`config.mk`:
```
export PLATFORM = sky130hd
export DESIGN_NAME = wg_funcgen
export DESIGN_NICKNAME = d
export VERILOG_FILES = /design/src/rtl/wg_pkg.sv /design/src/rtl/wg_phase.sv /design/src/rtl/wg_sine_rom.sv /design/src/rtl/wg_shapes.sv /design/src/rtl/wg_funcgen.sv
export SDC_FILE = /design/constraint.sdc
export NUM_CORES = 1
export LEC_CHECK = 0
export CORE_MARGIN = 5
export CORE_UTILIZATION = 60
export CTS_CLUSTER_DIAMETER = 40
export DETAILED_ROUTE_END_ITERATION = 10
export PLACE_DENSITY_LB_ADDON = 0.2
export SYNTH_ARGS = -nofsm -noshare
export SYNTH_HDL_FRONTEND = slang
export SYNTH_HIERARCHICAL = 1
export SYNTH_SLANG_ARGS = --single-unit
export TNS_END_PERCENT = 10
```
`constraint.sdc`:
```
create_clock -name clk -period 5.5 [get_ports clk]
set_input_delay 0.55 -clock clk [delete_from_list [all_inputs] [get_ports clk]]
set_output_delay 0.55 -clock clk [all_outputs]
set_load 0.01 [all_outputs]
```
`src/rtl/wg_pkg.sv`:
```
`timescale 1ns/1ps
package wg_pkg;
  typedef enum logic [1:0] {
    SHAPE_SINE   = 2'd0,
    SHAPE_SQUARE = 2'd1,
    SHAPE_TRI    = 2'd2,
    SHAPE_SAW    = 2'd3
  } shape_e;
endpackage

```
`src/rtl/wg_phase.sv`:
```
`timescale 1ns/1ps
module wg_phase #(
  parameter int PHASE_W = 8
) (
  input  logic               clk,
  input  logic               rst,
  input  logic               adv,
  output logic [PHASE_W-1:0] idx
);
  localparam logic [PHASE_W-1:0] IDX_LAST = {PHASE_W{1'b1}};

  always_ff @(posedge clk) begin
    if (rst)      idx <= '0;
    else if (adv) idx <= idx + 1'b1;
  end

  AST_PHASE_STEP: assert property (@(posedge clk) disable iff (rst)
    (adv && idx != IDX_LAST) |=> idx == $past(idx) + 1'b1);
  AST_PHASE_WRAP: assert property (@(posedge clk) disable iff (rst)
    (adv && idx == IDX_LAST) |=> idx == '0);
  AST_PHASE_HOLD: assert property (@(posedge clk) disable iff (rst)
    !adv |=> $stable(idx));
endmodule

```
`src/rtl/wg_sine_rom.sv`:
```
`timescale 1ns/1ps
module wg_sine_rom #(
  parameter int PHASE_W = 8
) (
  input  logic [PHASE_W-1:0] idx,
  output logic [PHASE_W-1:0] amp
);
  localparam int  PERIOD = 1 << PHASE_W;
  localparam int  AMP_MAX = PERIOD - 1;
  localparam real TWO_PI = 6.283185307179586;

  function automatic logic [PHASE_W-1:0] sine_at(input int i);
    real a;
    int  v;
    a = real'(PERIOD / 2) * $sin(TWO_PI * real'(i) / real'(PERIOD)) + real'(PERIOD / 2);
    v = $rtoi(a);
    if (v > AMP_MAX) v = AMP_MAX;
    if (v < 0)       v = 0;
    return PHASE_W'(v);
  endfunction

  logic [PHASE_W-1:0] table_q [PERIOD];

  for (genvar g = 0; g < PERIOD; g++) begin : g_entry
    assign table_q[g] = sine_at(g);
  end

  assign amp = table_q[idx];
endmodule

```
`src/rtl/wg_shapes.sv`:
```
`timescale 1ns/1ps
module wg_shapes #(
  parameter int PHASE_W = 8
) (
  input  logic [PHASE_W-1:0] idx,
  output logic [PHASE_W-1:0] square_amp,
  output logic [PHASE_W-1:0] tri_amp,
  output logic [PHASE_W-1:0] saw_amp
);
  localparam int PERIOD  = 1 << PHASE_W;
  localparam int HALF    = PERIOD / 2;
  localparam int QUARTER = PERIOD / 4;

  int i_v;
  int tri_v;

  always_comb begin
    i_v = int'(idx);
    if (i_v < QUARTER)          tri_v = HALF + 2 * i_v;
    else if (i_v < 3 * QUARTER) tri_v = PERIOD - 2 * (i_v - (QUARTER - 1));
    else                        tri_v = 2 * (i_v - (3 * QUARTER - 1));
    tri_amp    = PHASE_W'(tri_v);
    square_amp = (i_v < HALF) ? {PHASE_W{1'b1}} : '0;
    saw_amp    = idx;
  end
endmodule

```
`src/rtl/wg_funcgen.sv`:
```
`timescale 1ns/1ps
module wg_funcgen
  import wg_pkg::*;
#(
  parameter int PHASE_W = 8
) (
  input  logic               clk,
  input  logic               rst,
  input  logic               step_en,
  input  logic [1:0]         wave_sel,
  input  logic               amp_ready,
  output logic               amp_valid,
  output logic [PHASE_W-1:0] amp_data
);
  localparam logic [PHASE_W-1:0] AMP_TOP = {PHASE_W{1'b1}};

  logic               adv;
  logic [PHASE_W-1:0] idx;
  logic [PHASE_W-1:0] sine_amp, square_amp, tri_amp, saw_amp;
  logic [PHASE_W-1:0] amp_next;
  shape_e             shape;

  assign adv   = step_en && (!amp_valid || amp_ready);
  assign shape = shape_e'(wave_sel);

  wg_phase #(.PHASE_W(PHASE_W)) u_phase (
    .clk (clk), .rst (rst), .adv (adv), .idx (idx)
  );

  wg_sine_rom #(.PHASE_W(PHASE_W)) u_sine (
    .idx (idx), .amp (sine_amp)
  );

  wg_shapes #(.PHASE_W(PHASE_W)) u_shapes (
    .idx (idx), .square_amp (square_amp), .tri_amp (tri_amp), .saw_amp (saw_amp)
  );

  always_comb begin
    unique case (shape)
      SHAPE_SINE:   amp_next = sine_amp;
      SHAPE_SQUARE: amp_next = square_amp;
      SHAPE_TRI:    amp_next = tri_amp;
      SHAPE_SAW:    amp_next = saw_amp;
      default:      amp_next = saw_amp;
    endcase
  end

  always_ff @(posedge clk) begin
    if (rst) begin
      amp_valid <= 1'b0;
      amp_data  <= '0;
    end else if (adv) begin
      amp_valid <= 1'b1;
      amp_data  <= amp_next;
    end else if (amp_ready) begin
      amp_valid <= 1'b0;
    end
  end

  AST_RESET_EMPTY: assert property (@(posedge clk)
    rst |=> !amp_valid && idx == '0);
  AST_STALL_HOLD: assert property (@(posedge clk) disable iff (rst)
    (amp_valid && !amp_ready) |=> amp_valid && $stable(amp_data));
  AST_DRAIN: assert property (@(posedge clk) disable iff (rst)
    (amp_valid && amp_ready && !step_en) |=> !amp_valid);
  AST_SAW_TRACKS: assert property (@(posedge clk) disable iff (rst)
    (adv && wave_sel == 2'd3) |=> amp_data == $past(idx));
  AST_SQUARE_RAILS: assert property (@(posedge clk) disable iff (rst)
    (adv && wave_sel == 2'd1) |=> (amp_data == '0 || amp_data == AMP_TOP));
endmodule

```
== Yosys cells after proc, flatten, opt, wreduce, memory -nomap -nowiden ==
Memory sizes are Yosys's and may differ from the RTL's.
Cells that the tools add are included.

* Bits in registers: 17
* Bits in read-only memories: 2048
* Input port bits: 6
* Memories: 1

{| class="wikitable"
|+ Memory list
! name !! words !! bits a word !! rd ports !! clocked after memory_dff !! write ports !! RTL line !! text
|-
| (name not given) || 256 || 8 || 1 || 0 || 0 || wg_sine_rom.sv:28 || <nowiki>assign amp = table_q[idx];</nowiki>
|}

* $add $sub $neg: 5
* Magnitude comparators: 4
* Eq/ne operators: 3
* Mux-type cells: 8
* Bitwise operators: 1
* Reduce and logical (&&, ||, !) cells: 5

{| class="wikitable"
|+ Operator list
! cell !! count
|-
| 2-to-1 mux 8 bit || 5
|-
| one-hot mux 8 bit (4 select lines) || 1
|-
| < comparator 8 bit (second input constant) || 2
|-
| subtractor 7 x 6 -> 7 bit (second input constant) || 2
|-
| greater-or-equal comparator 9 bit (second input constant) || 1
|-
| NOT 8 -> 9 bit || 1
|-
| adder 8 x 1 -> 8 bit (second input constant) || 1
|-
| adder 8 bit (first input constant) || 1
|-
| < comparator 8 x 7 -> 1 bit (second input constant) || 1
|-
| subtractor 1 x 8 -> 8 bit (first input constant) || 1
|-
| == test 2 bit (second input constant) || 2
|-
| == test 2 x 1 -> 1 bit (second input constant) || 1
|-
| logical NOT 2 bit || 1
|-
| 2-to-1 mux 1 bit || 2
|-
| nonzero test 2 bit || 1
|-
| logical AND 1 bit || 1
|-
| logical NOT 1 bit || 1
|-
| logical OR 1 bit || 1
|}

== Longest topological paths before layout ==
* Depth after elaboration: 5
* Mapped depth: 13
* Mapped depth without buffers: 10

== Modules after synthesis ==
Netlist, hierarchy kept.

{| class="wikitable"
|+ By module, submodules not included
! module !! instances !! cells an instance !! area each (um2)
|-
| wg_sine_rom || 1 || 319 || 2148.3
|-
| wg_funcgen || 1 || 51 || 579.3
|-
| wg_shapes || 1 || 72 || 519.2
|-
| wg_phase || 1 || 37 || 339.1
|}

== Worst setup path after synthesis ==
OpenSTA, ideal clock, no wires.

* Path kind: reg-to-reg
* Start point: register u_phase.idx[1]
* End point: register amp_data[1]
* Arrival time: 2.931 ns
* Setup slack: 2.451 ns
* Cell stages (with the launch flop): 13
* Path through: dfxtp_1 buf_4 inv_1 ha_1 buf_2 xor2_2 mux4_2 nand2_1 o311ai_1 o31a_1 mux4_2 nand4b_1 o21ai_1

* Longest elaborated chain between the ends: 5
* Elaborated cells between the ends (all ways): 11
* Classes of those cells: order compare (3); mux (6); bitwise (1); memory (1)

{| class="wikitable"
|+ Ends and longest elaborated chain
! item !! RTL line !! text
|-
| from (decl) || wg_phase.sv:8 || <nowiki>output logic [PHASE_W-1:0] idx</nowiki>
|-
| from (signal assigned) || wg_phase.sv:14 || <nowiki>else if (adv) idx <= idx + 1'b1;</nowiki>
|-
| NOT 8 -> 9 bit (implied by the code) || wg_sine_rom.sv:28 ||
|-
| memory read (256 x 8 bit) || - ||
|-
| 2-to-1 mux 8 bit (implied by the code) (2 in series) || wg_sine_rom.sv:28 ||
|-
| net sine_amp[1] || wg_funcgen.sv:19 || <nowiki>logic [PHASE_W-1:0] sine_amp, square_amp, tri_amp, saw_amp;</nowiki>
|-
| one-hot mux 8 bit (4 select lines) || wg_funcgen.sv:39 || <nowiki>unique case (shape)</nowiki>
|-
| to (signal assigned) || wg_funcgen.sv:54 || <nowiki>amp_data <= amp_next;</nowiki>
|-
| to (decl) || wg_funcgen.sv:13 || <nowiki>output logic [PHASE_W-1:0] amp_data</nowiki>
|}

The timed path passes the listed nets, and every way through them passes these cells. The select of a mux whose other input is x is not followed.
A chain may end at the register's enable or synchronous reset.

== Final worst setup path ==
* Start point: register u_phase.idx[1]
* End point: register amp_data[2]

Same word-level chain as after synthesis.

==> results.ini <==
[timing]
drv_slew=0
worst_slew_pin_slew_ns=0.896
rsz0062_at_grt=no
setup_violations=0
fin_crit_sh_pct=62.5
hold_slack_ns=0.463
fin_ws_ns=2.06
slew_headroom_pct=40.3
hold_violations=0
layout_min_cycle_time_ns=3.44
clock_skew_ns=0.00450
tns_ns=0
fmax_mhz=291

[logic_synthesis]
synth_ff_type=dfxtp_1
syn_avg_cell_area_um2=7.49
ys_warn_count=6
postSynthCellCount=479
synth_seq_cells=17
ys_seq_area_share_pct=9.49
syn_area_um2=3590
synth_top_area_share_pct=9.49
async_flop_share_pct=0
synth_cell_type_count=81
post-synth-top-area-cell=dfxtp_1
synth_fp_nets=499
synth_edf_count=0
ys_top_cells_by_area=dfxtp_1, mux4_2, nand2b_1

[pwr]
vdd_ir_drop_max_uv=112
finalPower_uw=412
leakage_nw=1.17
powerDensity_nw_per_um2=119

[grt]
antenna_found_initial=0
track_usage_pct=26.8
overflow=0
grt_pass1_vias=3288
grt_pass1_wl_um=16500
grt_max_degree=50

[worst_hold_path]
worstHoldEndpoint=amp_data[7]$_SDFFE_PP0P_
min_path_cells=2
hp-start=amp_data[7]$_SDFFE_PP0P_
hp-class=reg -> reg

[drt]
viasPerCell=7.17
drtIter0Drc=514
ant_nets=0
drcViolationCount=0
first_pass_iters=6
detail_route.wirelength_um=10200
via_count=3671
avgRoutedWirePerCell_um=19.9

[critical_path]
critPathArrivalTime_ns=3.56
critical-path-top-delay-family=multiplexers
rr_startpoint=u_phase/idx[1]$_SDFFE_PP0P_
crit_type=reg -> reg
cp-end-kind=flip-flop
cp_common_cell=mux4_2
cp_max_fo=26
ff2ff_path_depth=11
cp_data_required_time_ns=5.62
max_stage_delay_ns=0.70
crit_buf_inv=2
path_cells=buf_4 -> inv_1 -> ha_1 -> nor2_1 -> a21o_1 -> mux4_2 -> o21ai_0 -> a32oi_1 -> mux4_2 -> nand4b_1 -> o21ai_1
reg2reg_slack_ns=2.06
worstSetupStartpointType=flip-flop
crit_slowest_cell=ha_1
r2r-end=amp_data[2]$_SDFFE_PP0P_

[clock_network]
post_cts_buffers=0
cts_hold_buffers=0
root_buffer=clkbuf_8
cts_max_level=1
clock_tree.buffer_depth=2
path_clk_slew_ns=0.07
cts_tree=done
insertion_delay_ns=0.26
cts_num_sinks=17
cts_resized=0
cts_buffers=3

[final_layout]
diodes=0
layout-drive-gt1-share_pct=11.0
instances_no_fill=512
final_nets=458
syn_to_final_growth_pct=-3.21
post-route-util_pct=59.3
design_area_um2=3470

[floorplanning]
coreArea_um2=5850
die_h_um=87.3
placementRows=28
ios=15
initial_core_util_pct=61.3
dieArea_um2=7620
fp.dieW_um=87.3

[placed_design]
dp.cells=508
place_ws_ns=2.11
place_area_um2=3430
numPortBuffers=14
gp_congestion=0.971
hpwl_um=6730

[run_status]
run_status=finished, final reports clean

[job]
drv_cap=0

[logic make-up (layout without fill, tap and decap cells)]
logic type | after synthesis | after routing | synth area share, %
other | 1 | 1 | 0.105
AOI/OAI and AO/OA | 155 | 155 | 29.7
and+or+nand+nor | 177 | 177 | 26.8
DFF | 17 | 17 | 9.49
muxes | 25 | 25 | 12.0
buffers and inverters | 78 | 36 | 13.8
adders and majority gates | 15 | 15 | 5.16
xor gates and xnor gates | 11 | 11 | 2.90
[where the power goes]
part           internal (mW)  switching [mW]  total (mW)
registers              0.129         0.00403       0.133
logic                 0.0788           0.102       0.181
clock network         0.0516          0.0469      0.0984
[how the worst max path moves through the flow]
| stage | to | cells after the start | slack (ns) | from |
|---|---|---|---|---|
| after floorplan | amp_data[1]$_SDFFE_PP0P_ | 12 | 2.45 | u_phase/idx[1]$_SDFFE_PP0P_ |
| after global placement | amp_data[2]$_SDFFE_PP0P_ | 11 | 2.12 | u_phase/idx[1]$_SDFFE_PP0P_ |
| after detailed placement | amp_data[2]$_SDFFE_PP0P_ | 11 | 2.11 | u_phase/idx[0]$_SDFFE_PP0P_ |
| after CTS | amp_data[2]$_SDFFE_PP0P_ | 11 | 2.10 | u_phase/idx[1]$_SDFFE_PP0P_ |
| after global routing | amp_data[2]$_SDFFE_PP0P_ | 11 | 1.83 | u_phase/idx[0]$_SDFFE_PP0P_ |
| final | amp_data[2]$_SDFFE_PP0P_ | 11 | 2.06 | u_phase/idx[1]$_SDFFE_PP0P_ |
[cells in the mapped netlist (all sizes together) (9+ instances only)]
cell type,number
nor2b,11
a211oi,9
inv,9
nand4b,9
mux4,14
nor3,9
dfxtp,17
nand2,38
nor2,28
buf,60
o21ai,45
nand3,22
a21oi,27
ha,14
nand2b,31
[registers in the layout (all words and copies together), names as in the netlist]
name	count
u_phase/idx	8
amp_data	8
amp_valid	1
[metal layers]
| metal | vias up | track usage (%) | share of wire [%] |
|---|---|---|---|
| met2 | 238 | 40.5 | 45 |
| li1 | 1684 | - | - |
| met5 | - | 0 | 0 |
| met4 | 0 | 8.23 | 2.4 |
| met1 | 1719 | 38.6 | 43 |
| met3 | 30 | 4.45 | 9.5 |
[cells in the final DEF (no fill, tap or decap), types with 10 or more instances in the layout]
cell | synthesis | routed
nand2_1 | 36 | 36
o21ai_0 | 34 | 34
nand2b_1 | 31 | 31
a21oi_1 | 27 | 27
nor2_1 | 25 | 25
nand3_1 | 22 | 22
mux4_2 | 14 | 14
dfxtp_1 | 17 | 14
clkdlybuf4s50_1 | 0 | 14
ha_1 | 14 | 14
nor2b_1 | 11 | 11
o21ai_1 | 10 | 10
[area by class of cell]
| class | instances | area, µm² |
|---|---|---|
| Clock buffer | 4 | 45.0 |
| Fill cell | 541 | 2380 |
| Inverter | 10 | 37.5 |
| Multi-Input combinational cell | 384 | 2750 |
| Sequential cell | 17 | 344 |
| Tap cell | 75 | 93.8 |
| Timing Repair Buffer | 22 | 200 |
[worst reg2reg max path, stage by stage (launching register included)]
cell and delay [ns]:
dfxtp_1 0.31, buf_4 0.29, inv_1 0.23, ha_1 0.70
nor2_1 0.18, a21o_1 0.20, mux4_2 0.45, o21ai_0 0.17
a32oi_1 0.14, mux4_2 0.47, nand4b_1 0.10, o21ai_1 0.07
Power figures use the tool's default switching activity.
